**src/rtl/pwr_pkg.sv**
```systemverilog
// Package: shared bit positions and the power mode type of the power
// control register. Assumes an 8-bit special-function register bus.
package pwr_pkg;
    localparam int unsigned REG_W    = 8;
    localparam int unsigned BIT_DBL  = 7;   // baud doubling
    localparam int unsigned BIT_FLG1 = 3;   // general flag 1
    localparam int unsigned BIT_FLG0 = 2;   // general flag 0
    localparam int unsigned BIT_DOWN = 1;   // power-down request
    localparam int unsigned BIT_IDLE = 0;   // idle request
    localparam logic [REG_W-1:0] STORE_MASK = 8'h8F;

    typedef enum logic [1:0] {
        PM_RUN  = 2'd0,
        PM_IDLE = 2'd1,
        PM_DOWN = 2'd2
    } pm_mode_t;
endpackage

```
**src/rtl/rst_qualifier.sv**
```systemverilog
// Module: synchronises the external reset pin and asserts hw_rst only once
// the synchronised level has been high on HOLD consecutive edges.
// Assumes clk keeps running in power-down (always-on reference).
module rst_qualifier #(
    parameter int unsigned HOLD = 24
) (
    input  logic clk,
    input  logic rst_n,
    input  logic pin_rst,
    output logic hw_rst
);
    localparam int unsigned CNT_W = $clog2(HOLD + 1);
    localparam logic [CNT_W-1:0] CNT_TOP = CNT_W'(HOLD - 1);

    logic             sync_q;
    logic [CNT_W-1:0] cnt_q;

    // Purpose: one synchroniser stage for the pin.
    always_ff @(posedge clk) begin
        if (!rst_n) sync_q <= 1'b0;
        else        sync_q <= pin_rst;
    end

    // Purpose: count consecutive high samples, saturate at HOLD-1.
    always_ff @(posedge clk) begin
        if (!rst_n || !sync_q)  cnt_q <= '0;
        else if (cnt_q != CNT_TOP) cnt_q <= cnt_q + 1'b1;
    end

    // Purpose: the HOLD-th consecutive sample is the one that resets.
    always_comb hw_rst = sync_q && (cnt_q == CNT_TOP);
endmodule

```
**src/rtl/pcon_reg.sv**
```systemverilog
// Module: power control register. Stores software writes, applies the
// power-down-over-idle precedence and the hardware idle clear on wake-up.
// Assumes writes come from the processor and so are dropped in low power.
module pcon_reg
    import pwr_pkg::*;
#(
    parameter logic [7:0] REG_ADDR = 8'h87
) (
    input  logic             clk,
    input  logic             rst_n,
    input  logic             hw_rst,
    input  logic             wr_en,
    input  logic [7:0]       wr_addr,
    input  logic [REG_W-1:0] wr_data,
    input  logic             wake_req,
    output logic [REG_W-1:0] q
);
    logic             low_pwr;
    logic             hit;
    logic [REG_W-1:0] wr_val;

    // Purpose: decode a usable write and shape the stored value.
    always_comb begin
        low_pwr = q[BIT_DOWN] | q[BIT_IDLE];
        hit     = wr_en && (wr_addr == REG_ADDR) && !low_pwr;
        wr_val  = wr_data & STORE_MASK;
        if (wr_val[BIT_DOWN]) wr_val[BIT_IDLE] = 1'b0;
    end

    // Purpose: register update with reset, write and wake-up.
    always_ff @(posedge clk) begin
        if (!rst_n || hw_rst) begin
            q <= '0;
        end else if (hit) begin
            q <= wr_val;
        end else if (wake_req && q[BIT_IDLE] && !q[BIT_DOWN]) begin
            q[BIT_IDLE] <= 1'b0;
        end
    end
endmodule

```
**src/rtl/clk_gate_ctl.sv**
```systemverilog
// Module: decodes the register mode bits into clock enables and the
// strobe-pin hold controls. Purely combinational.
module clk_gate_ctl
    import pwr_pkg::*;
(
    input  logic down_bit,
    input  logic idle_bit,
    output logic cpu_en,
    output logic per_en,
    output logic osc_en,
    output logic hold,
    output logic level
);
    pm_mode_t mode;

    // Purpose: power-down outranks idle.
    always_comb begin
        if (down_bit)      mode = PM_DOWN;
        else if (idle_bit) mode = PM_IDLE;
        else               mode = PM_RUN;
    end

    // Purpose: per-mode output table.
    always_comb begin
        case (mode)
            PM_IDLE: {cpu_en, per_en, osc_en, hold, level} = 5'b01111;
            PM_DOWN: {cpu_en, per_en, osc_en, hold, level} = 5'b00010;
            default: {cpu_en, per_en, osc_en, hold, level} = 5'b11101;
        endcase
    end
endmodule

```
**src/rtl/pwr_clk_ctl.sv**
```systemverilog
// Module: top of the idle and power-down clock controller. Connects the
// reset qualifier, the control register and the gating decode.
module pwr_clk_ctl
    import pwr_pkg::*;
#(
    parameter logic [7:0]  REG_ADDR = 8'h87,
    parameter int unsigned RST_HOLD = 24
) (
    input  logic       clk,
    input  logic       rst_n,
    input  logic       ext_rst,
    input  logic       wr_en,
    input  logic [7:0] wr_addr,
    input  logic [7:0] wr_data,
    input  logic       irq_req,
    output logic [7:0] pcon_rd,
    output logic       cpu_clk_en,
    output logic       per_clk_en,
    output logic       osc_en,
    output logic       strobe_hold,
    output logic       strobe_level
);
    logic hw_rst;

    rst_qualifier #(.HOLD(RST_HOLD)) u_rstq (
        .clk     (clk),
        .rst_n   (rst_n),
        .pin_rst (ext_rst),
        .hw_rst  (hw_rst)
    );

    pcon_reg #(.REG_ADDR(REG_ADDR)) u_reg (
        .clk      (clk),
        .rst_n    (rst_n),
        .hw_rst   (hw_rst),
        .wr_en    (wr_en),
        .wr_addr  (wr_addr),
        .wr_data  (wr_data),
        .wake_req (irq_req),
        .q        (pcon_rd)
    );

    clk_gate_ctl u_gate (
        .down_bit (pcon_rd[BIT_DOWN]),
        .idle_bit (pcon_rd[BIT_IDLE]),
        .cpu_en   (cpu_clk_en),
        .per_en   (per_clk_en),
        .osc_en   (osc_en),
        .hold     (strobe_hold),
        .level    (strobe_level)
    );
endmodule

```
**config.mk**
```make
export PLATFORM = sky130hd
export DESIGN_NAME = pwr_clk_ctl
export DESIGN_NICKNAME = d
export VERILOG_FILES = /design/src/rtl/pwr_pkg.sv /design/src/rtl/rst_qualifier.sv /design/src/rtl/pcon_reg.sv /design/src/rtl/clk_gate_ctl.sv /design/src/rtl/pwr_clk_ctl.sv
export SDC_FILE = /design/constraint.sdc
export NUM_CORES = 1
export LEC_CHECK = 0
export BUFFER_PORTS_ARGS = -buffer_cell sky130_fd_sc_hd__buf_2
export CAP_MARGIN = 0
export CORE_MARGIN = 3
export CORE_UTILIZATION = 44
export CTS_CLUSTER_DIAMETER = 120
export DETAILED_ROUTE_END_ITERATION = 8
export PLACE_DENSITY_LB_ADDON = 0.12
export SYNTH_ARGS = -nofsm -noshare
export SYNTH_HDL_FRONTEND = slang
export SYNTH_SLANG_ARGS = --single-unit
```
**constraint.sdc**
```tcl
create_clock -name clk -period 2.9 [get_ports clk]
set_clock_uncertainty 0.15 [all_clocks]
set_input_delay 0.29 -clock clk [delete_from_list [all_inputs] [get_ports clk]]
set_output_delay 0.29 -clock clk [all_outputs]
set_load 0.01 [all_outputs]
```
==> flow_results.xml <==
<?xml version="1.0" encoding="UTF-8"?>
<metrics>
  <group name="logic_synthesis">
    <metric name="postSynth.topFlopCell" unit="">dfxtp_1</metric>
    <metric name="ys_async_sr_fraction" unit="%">0</metric>
    <metric name="yosys-mux-area-fraction" unit="%">0</metric>
    <metric name="synthesis.yosys.warnings" unit="">0</metric>
    <metric name="synth_sequential_area_ratio" unit="%">37.7</metric>
    <metric name="per_instance_average_area_after_synthesis" unit="um2">8.99</metric>
    <metric name="syn_inst" unit="">65</metric>
    <metric name="synth_adder_area_share" unit="%">2.14</metric>
    <metric name="synth_cell_type_count" unit="">30</metric>
    <metric name="synthesis.area" unit="um2">584</metric>
    <metric name="leading_post_synthesis_cells_by_cell_area" unit="">dfxtp_1 38%, buf_4 9.0%, nand4_1 5.4%</metric>
    <metric name="yosys.area.top_type_share" unit="%">37.7</metric>
    <metric name="yosys_register_bits" unit="">11</metric>
    <metric name="largest_family_of_logic_cells_by_synthesized_area" unit="">simple AND/OR/NAND/NOR gates</metric>
    <metric name="synth_xor_xnor_area_share" unit="%">4.50</metric>
    <metric name="synth_compound_area_share" unit="%">13.1</metric>
    <metric name="post_synth_and_or_nand_nor_area_fraction" unit="%">30.4</metric>
    <metric name="synth_edf_count" unit="">0</metric>
    <metric name="synth_top_area_cell" unit="">dfxtp_1</metric>
  </group>
  <group name="floorplan">
    <metric name="top_level_ports" unit="">34</metric>
    <metric name="die-height" unit="um">42.4</metric>
    <metric name="starting_density" unit="%">49.9</metric>
    <metric name="core_area" unit="um2">1170</metric>
    <metric name="std_cell_rows" unit="">12</metric>
    <metric name="dieArea" unit="um2">1800</metric>
    <metric name="die_w" unit="um">42.4</metric>
  </group>
  <group name="clock_network">
    <metric name="ctsRootBufferMaster" unit="">clkbuf_4</metric>
    <metric name="clock_transition_time_at_the_flip_flop_clock_pins_of_the_worst_setup_and_hold_paths" unit="ps">70</metric>
    <metric name="cts_tree" unit="">yes</metric>
    <metric name="clock_tree.htree_level_count" unit="">1</metric>
    <metric name="postCtsResizedCells" unit="">0</metric>
    <metric name="cts_made_buffers" unit="">3</metric>
    <metric name="postCtsSetupRepairBufs" unit="">0</metric>
    <metric name="ctsHoldBuffers" unit="">0</metric>
    <metric name="clk_path_buf_depth" unit="">2</metric>
    <metric name="insertion_delay" unit="ps">260</metric>
    <metric name="sinks_on_clock_net" unit="">11</metric>
  </group>
  <group name="global_routing">
    <metric name="antenna_found_initial" unit="">0</metric>
    <metric name="first_global_vias" unit="">478</metric>
    <metric name="globalRoute.totalOverflow" unit="">0</metric>
    <metric name="wire_length_of_the_first_global_routing_pass" unit="mm">1.86</metric>
    <metric name="grt.total_usage" unit="%">13.5</metric>
    <metric name="grt_max_degree" unit="">7</metric>
  </group>
  <group name="setup_path">
    <metric name="timing.reg2reg.setup_slack" unit="ps">1350</metric>
    <metric name="criticalPathCategory" unit="">reg -&gt; reg</metric>
    <metric name="worstRegToRegCells" unit="">4</metric>
    <metric name="arrival" unit="ps">1530</metric>
    <metric name="worstReg2RegEnd" unit="">u_reg.q[0]$_SDFFE_PP0P_</metric>
    <metric name="worstSetupEndpointType" unit="">register</metric>
    <metric name="critical_path.max_fanout" unit="">5</metric>
    <metric name="worst_r2r_startpoint" unit="">u_rstq.cnt_q[0]$_SDFFE_PP0P_</metric>
    <metric name="critPathLaunchType" unit="">register</metric>
    <metric name="critPathRequiredTime" unit="ps">2880</metric>
  </group>
  <group name="sta">
    <metric name="fin_crit_sh" unit="%">53.4</metric>
    <metric name="hold_violations" unit="">0</metric>
    <metric name="timing.final.setup_violations" unit="">0</metric>
    <metric name="min_period" unit="ps">1550</metric>
    <metric name="post-route-worst-setup-slack" unit="ps">1350</metric>
    <metric name="rsz_0062_raised_after_global_routing" unit="">false</metric>
    <metric name="setup_tns" unit="ps">0</metric>
    <metric name="timing.fmax" unit="MHz">646</metric>
    <metric name="maxSlewViolCount" unit="">0</metric>
  </group>
  <group name="routing">
    <metric name="drt_first_iter_violations" unit="">10</metric>
    <metric name="avgRoutedWirePerCell" unit="um">11.1</metric>
    <metric name="firstDrtPassIters" unit="">4</metric>
    <metric name="via_count" unit="">537</metric>
    <metric name="route.antenna.remaining_nets" unit="">0</metric>
    <metric name="avgViaCountPerCell" unit="">5.11</metric>
    <metric name="route.detailed.drc" unit="">0</metric>
    <metric name="totalWireLength" unit="mm">1.16</metric>
  </group>
  <group name="placed_design">
    <metric name="pre_cts_slack" unit="ps">1300</metric>
    <metric name="place.gp.congestion" unit="">0.722</metric>
    <metric name="dpl_cell_area" unit="um2">692</metric>
    <metric name="place_hpwl" unit="um">922</metric>
    <metric name="port_buffers" unit="">27</metric>
    <metric name="placed_cells_incl_taps" unit="">101</metric>
  </group>
  <group name="finish">
    <metric name="final_cell_area" unit="um2">718</metric>
    <metric name="n_fill_cell" unit="">122</metric>
    <metric name="diodes" unit="">0</metric>
    <metric name="sequential_cell_area" unit="um2">220</metric>
    <metric name="layout-area-overhead-vs-synth" unit="%">22.9</metric>
    <metric name="layout.cells.non_filler" unit="">105</metric>
    <metric name="fin_nets" unit="">114</metric>
    <metric name="multi_input_comb_area" unit="um2">304</metric>
    <metric name="final_layout_size_suffix_gt1_share" unit="%">36.3</metric>
  </group>
  <group name="power">
    <metric name="internal_power" unit="uW">219</metric>
    <metric name="cellLeakagePower" unit="uW">0.000309</metric>
    <metric name="power.share.combinational" unit="%">9.4</metric>
    <metric name="total_switching_power" unit="uW">63.6</metric>
    <metric name="power_per_cell_area" unit="nW/um2">393</metric>
    <metric name="vdd_drop_max" unit="uV">225</metric>
    <metric name="switching_share" unit="%">22.5</metric>
    <metric name="p_clk_share" unit="%">36.1</metric>
    <metric name="seqPwrFrac" unit="%">54.5</metric>
  </group>
  <group name="worst_hold_path">
    <metric name="hold_end" unit="">u_rstq.sync_q$_SDFF_PN0_</metric>
    <metric name="hold_depth" unit="">2</metric>
    <metric name="hp-class" unit="">in -&gt; reg</metric>
    <metric name="hp-start" unit="">ext_rst</metric>
  </group>
  <group name="flow_run">
    <metric name="max-cap-violations" unit="">0</metric>
  </group>
  <group name="status">
    <metric name="outcome" unit="">completed</metric>
  </group>
</metrics>
==> cell usage after synthesis (2+ instances only) <==
cell type and count:
dfxtp_1 11, nand4_1 5, a21oi_1 6, o31ai_1 3, inv_1 4, nand2_1 3, xor2_1 2, nor2_1 2
nand3_1 2, buf_4 7
==> layer usage <==
metal  global-route usage, %  vias up  routed length, um
li1                        -      282                  -
met1                    14.1      231                503
met2                    21.9       22                524
met3                    6.44        2                126
met4                    7.45        0                  7
met5                       0        -                  0
==> layout make-up <==
| cell class | instances | area share [%] |
|---|---|---|
| Clock buffer | 4 | 3.66 |
| Inverter | 4 | 2.09 |
| Multi-Input combinational cell | 45 | 42.3 |
| Sequential cell | 11 | 30.7 |
| Tap cell | 14 | 2.44 |
| Timing Repair Buffer | 27 | 18.8 |
==> worst max-delay path, cell delays in order, from the launching register on <==
cell	delay (ps)
dfxtp_1	380
ha_1	260
nand4b_1	200
o21ai_1	370
a21oi_1	70
==> per-stage QoR <==
step	total power, uW	hold WS (ps)	util [%]
5_1_grt	304	75.9	61.3
3_5_place_dp	184	312	59.1
2_1_floorplan	172	262	-
3_3_place_gp	184	312	59.1
4_1_cts	290	78.5	61.3
6_report	282	89.9	61.3
==> worst max path at each step <==
stage | endpoint | start
floorplan | u_reg.q[2]$_SDFFE_PP0P_ | wr_addr[5]
global placement | u_reg.q[2]$_SDFFE_PP0P_ | wr_addr[5]
detailed placement | u_reg.q[7]$_SDFFE_PP0P_ | wr_addr[5]
CTS | u_reg.q[0]$_SDFFE_PP0P_ | u_rstq.cnt_q[0]$_SDFFE_PP0P_
global route | u_reg.q[0]$_SDFFE_PP0P_ | u_rstq.cnt_q[0]$_SDFFE_PP0P_
finish | u_reg.q[0]$_SDFFE_PP0P_ | u_rstq.cnt_q[0]$_SDFFE_PP0P_
==> power groups by stage <==
stage          sequential, uW  clock, uW  combinational [uW]
2_1_floorplan             157          0                14.7
3_3_place_gp              157          0                26.3
3_5_place_dp              157          0                26.4
4_1_cts                   154        110                26.6
5_1_grt                   154        120                29.7
6_report                  154        102                26.6
==> state kept, by name (all words and copies together) (netlist names) <==
signal	count
u_reg.q	5
u_rstq.cnt_q	5
u_rstq.sync_q	1
==> cells in the final DEF (no fill, tap or decap), types with 2 or more instances in the layout <==
| cell type | instances |
|---|---|
| a21oi_1 | 6 |
| buf_2 | 27 |
| clkbuf_4 | 3 |
| conb_1 | 3 |
| dfxtp_1 | 11 |
| inv_1 | 4 |
| nand2_1 | 3 |
| nand3_1 | 2 |
| nand4_1 | 5 |
| nor2_1 | 2 |
| o31ai_1 | 3 |
| xor2_1 | 2 |
==> cells by family (layout without fill, tap and decap cells) <==
| family | count (synthesis) | in the layout |
|---|---|---|
| and+or+nand+nor | 25 | 25 |
| AOI/OAI and AO/OA | 13 | 13 |
| DFF | 11 | 11 |
| buffers and inverters | 11 | 35 |
| xor gates and xnor gates | 3 | 3 |
| adders and majority gates | 1 | 1 |
| other | 1 | 3 |
No activity file was read; power rests on OpenSTA's default activity.
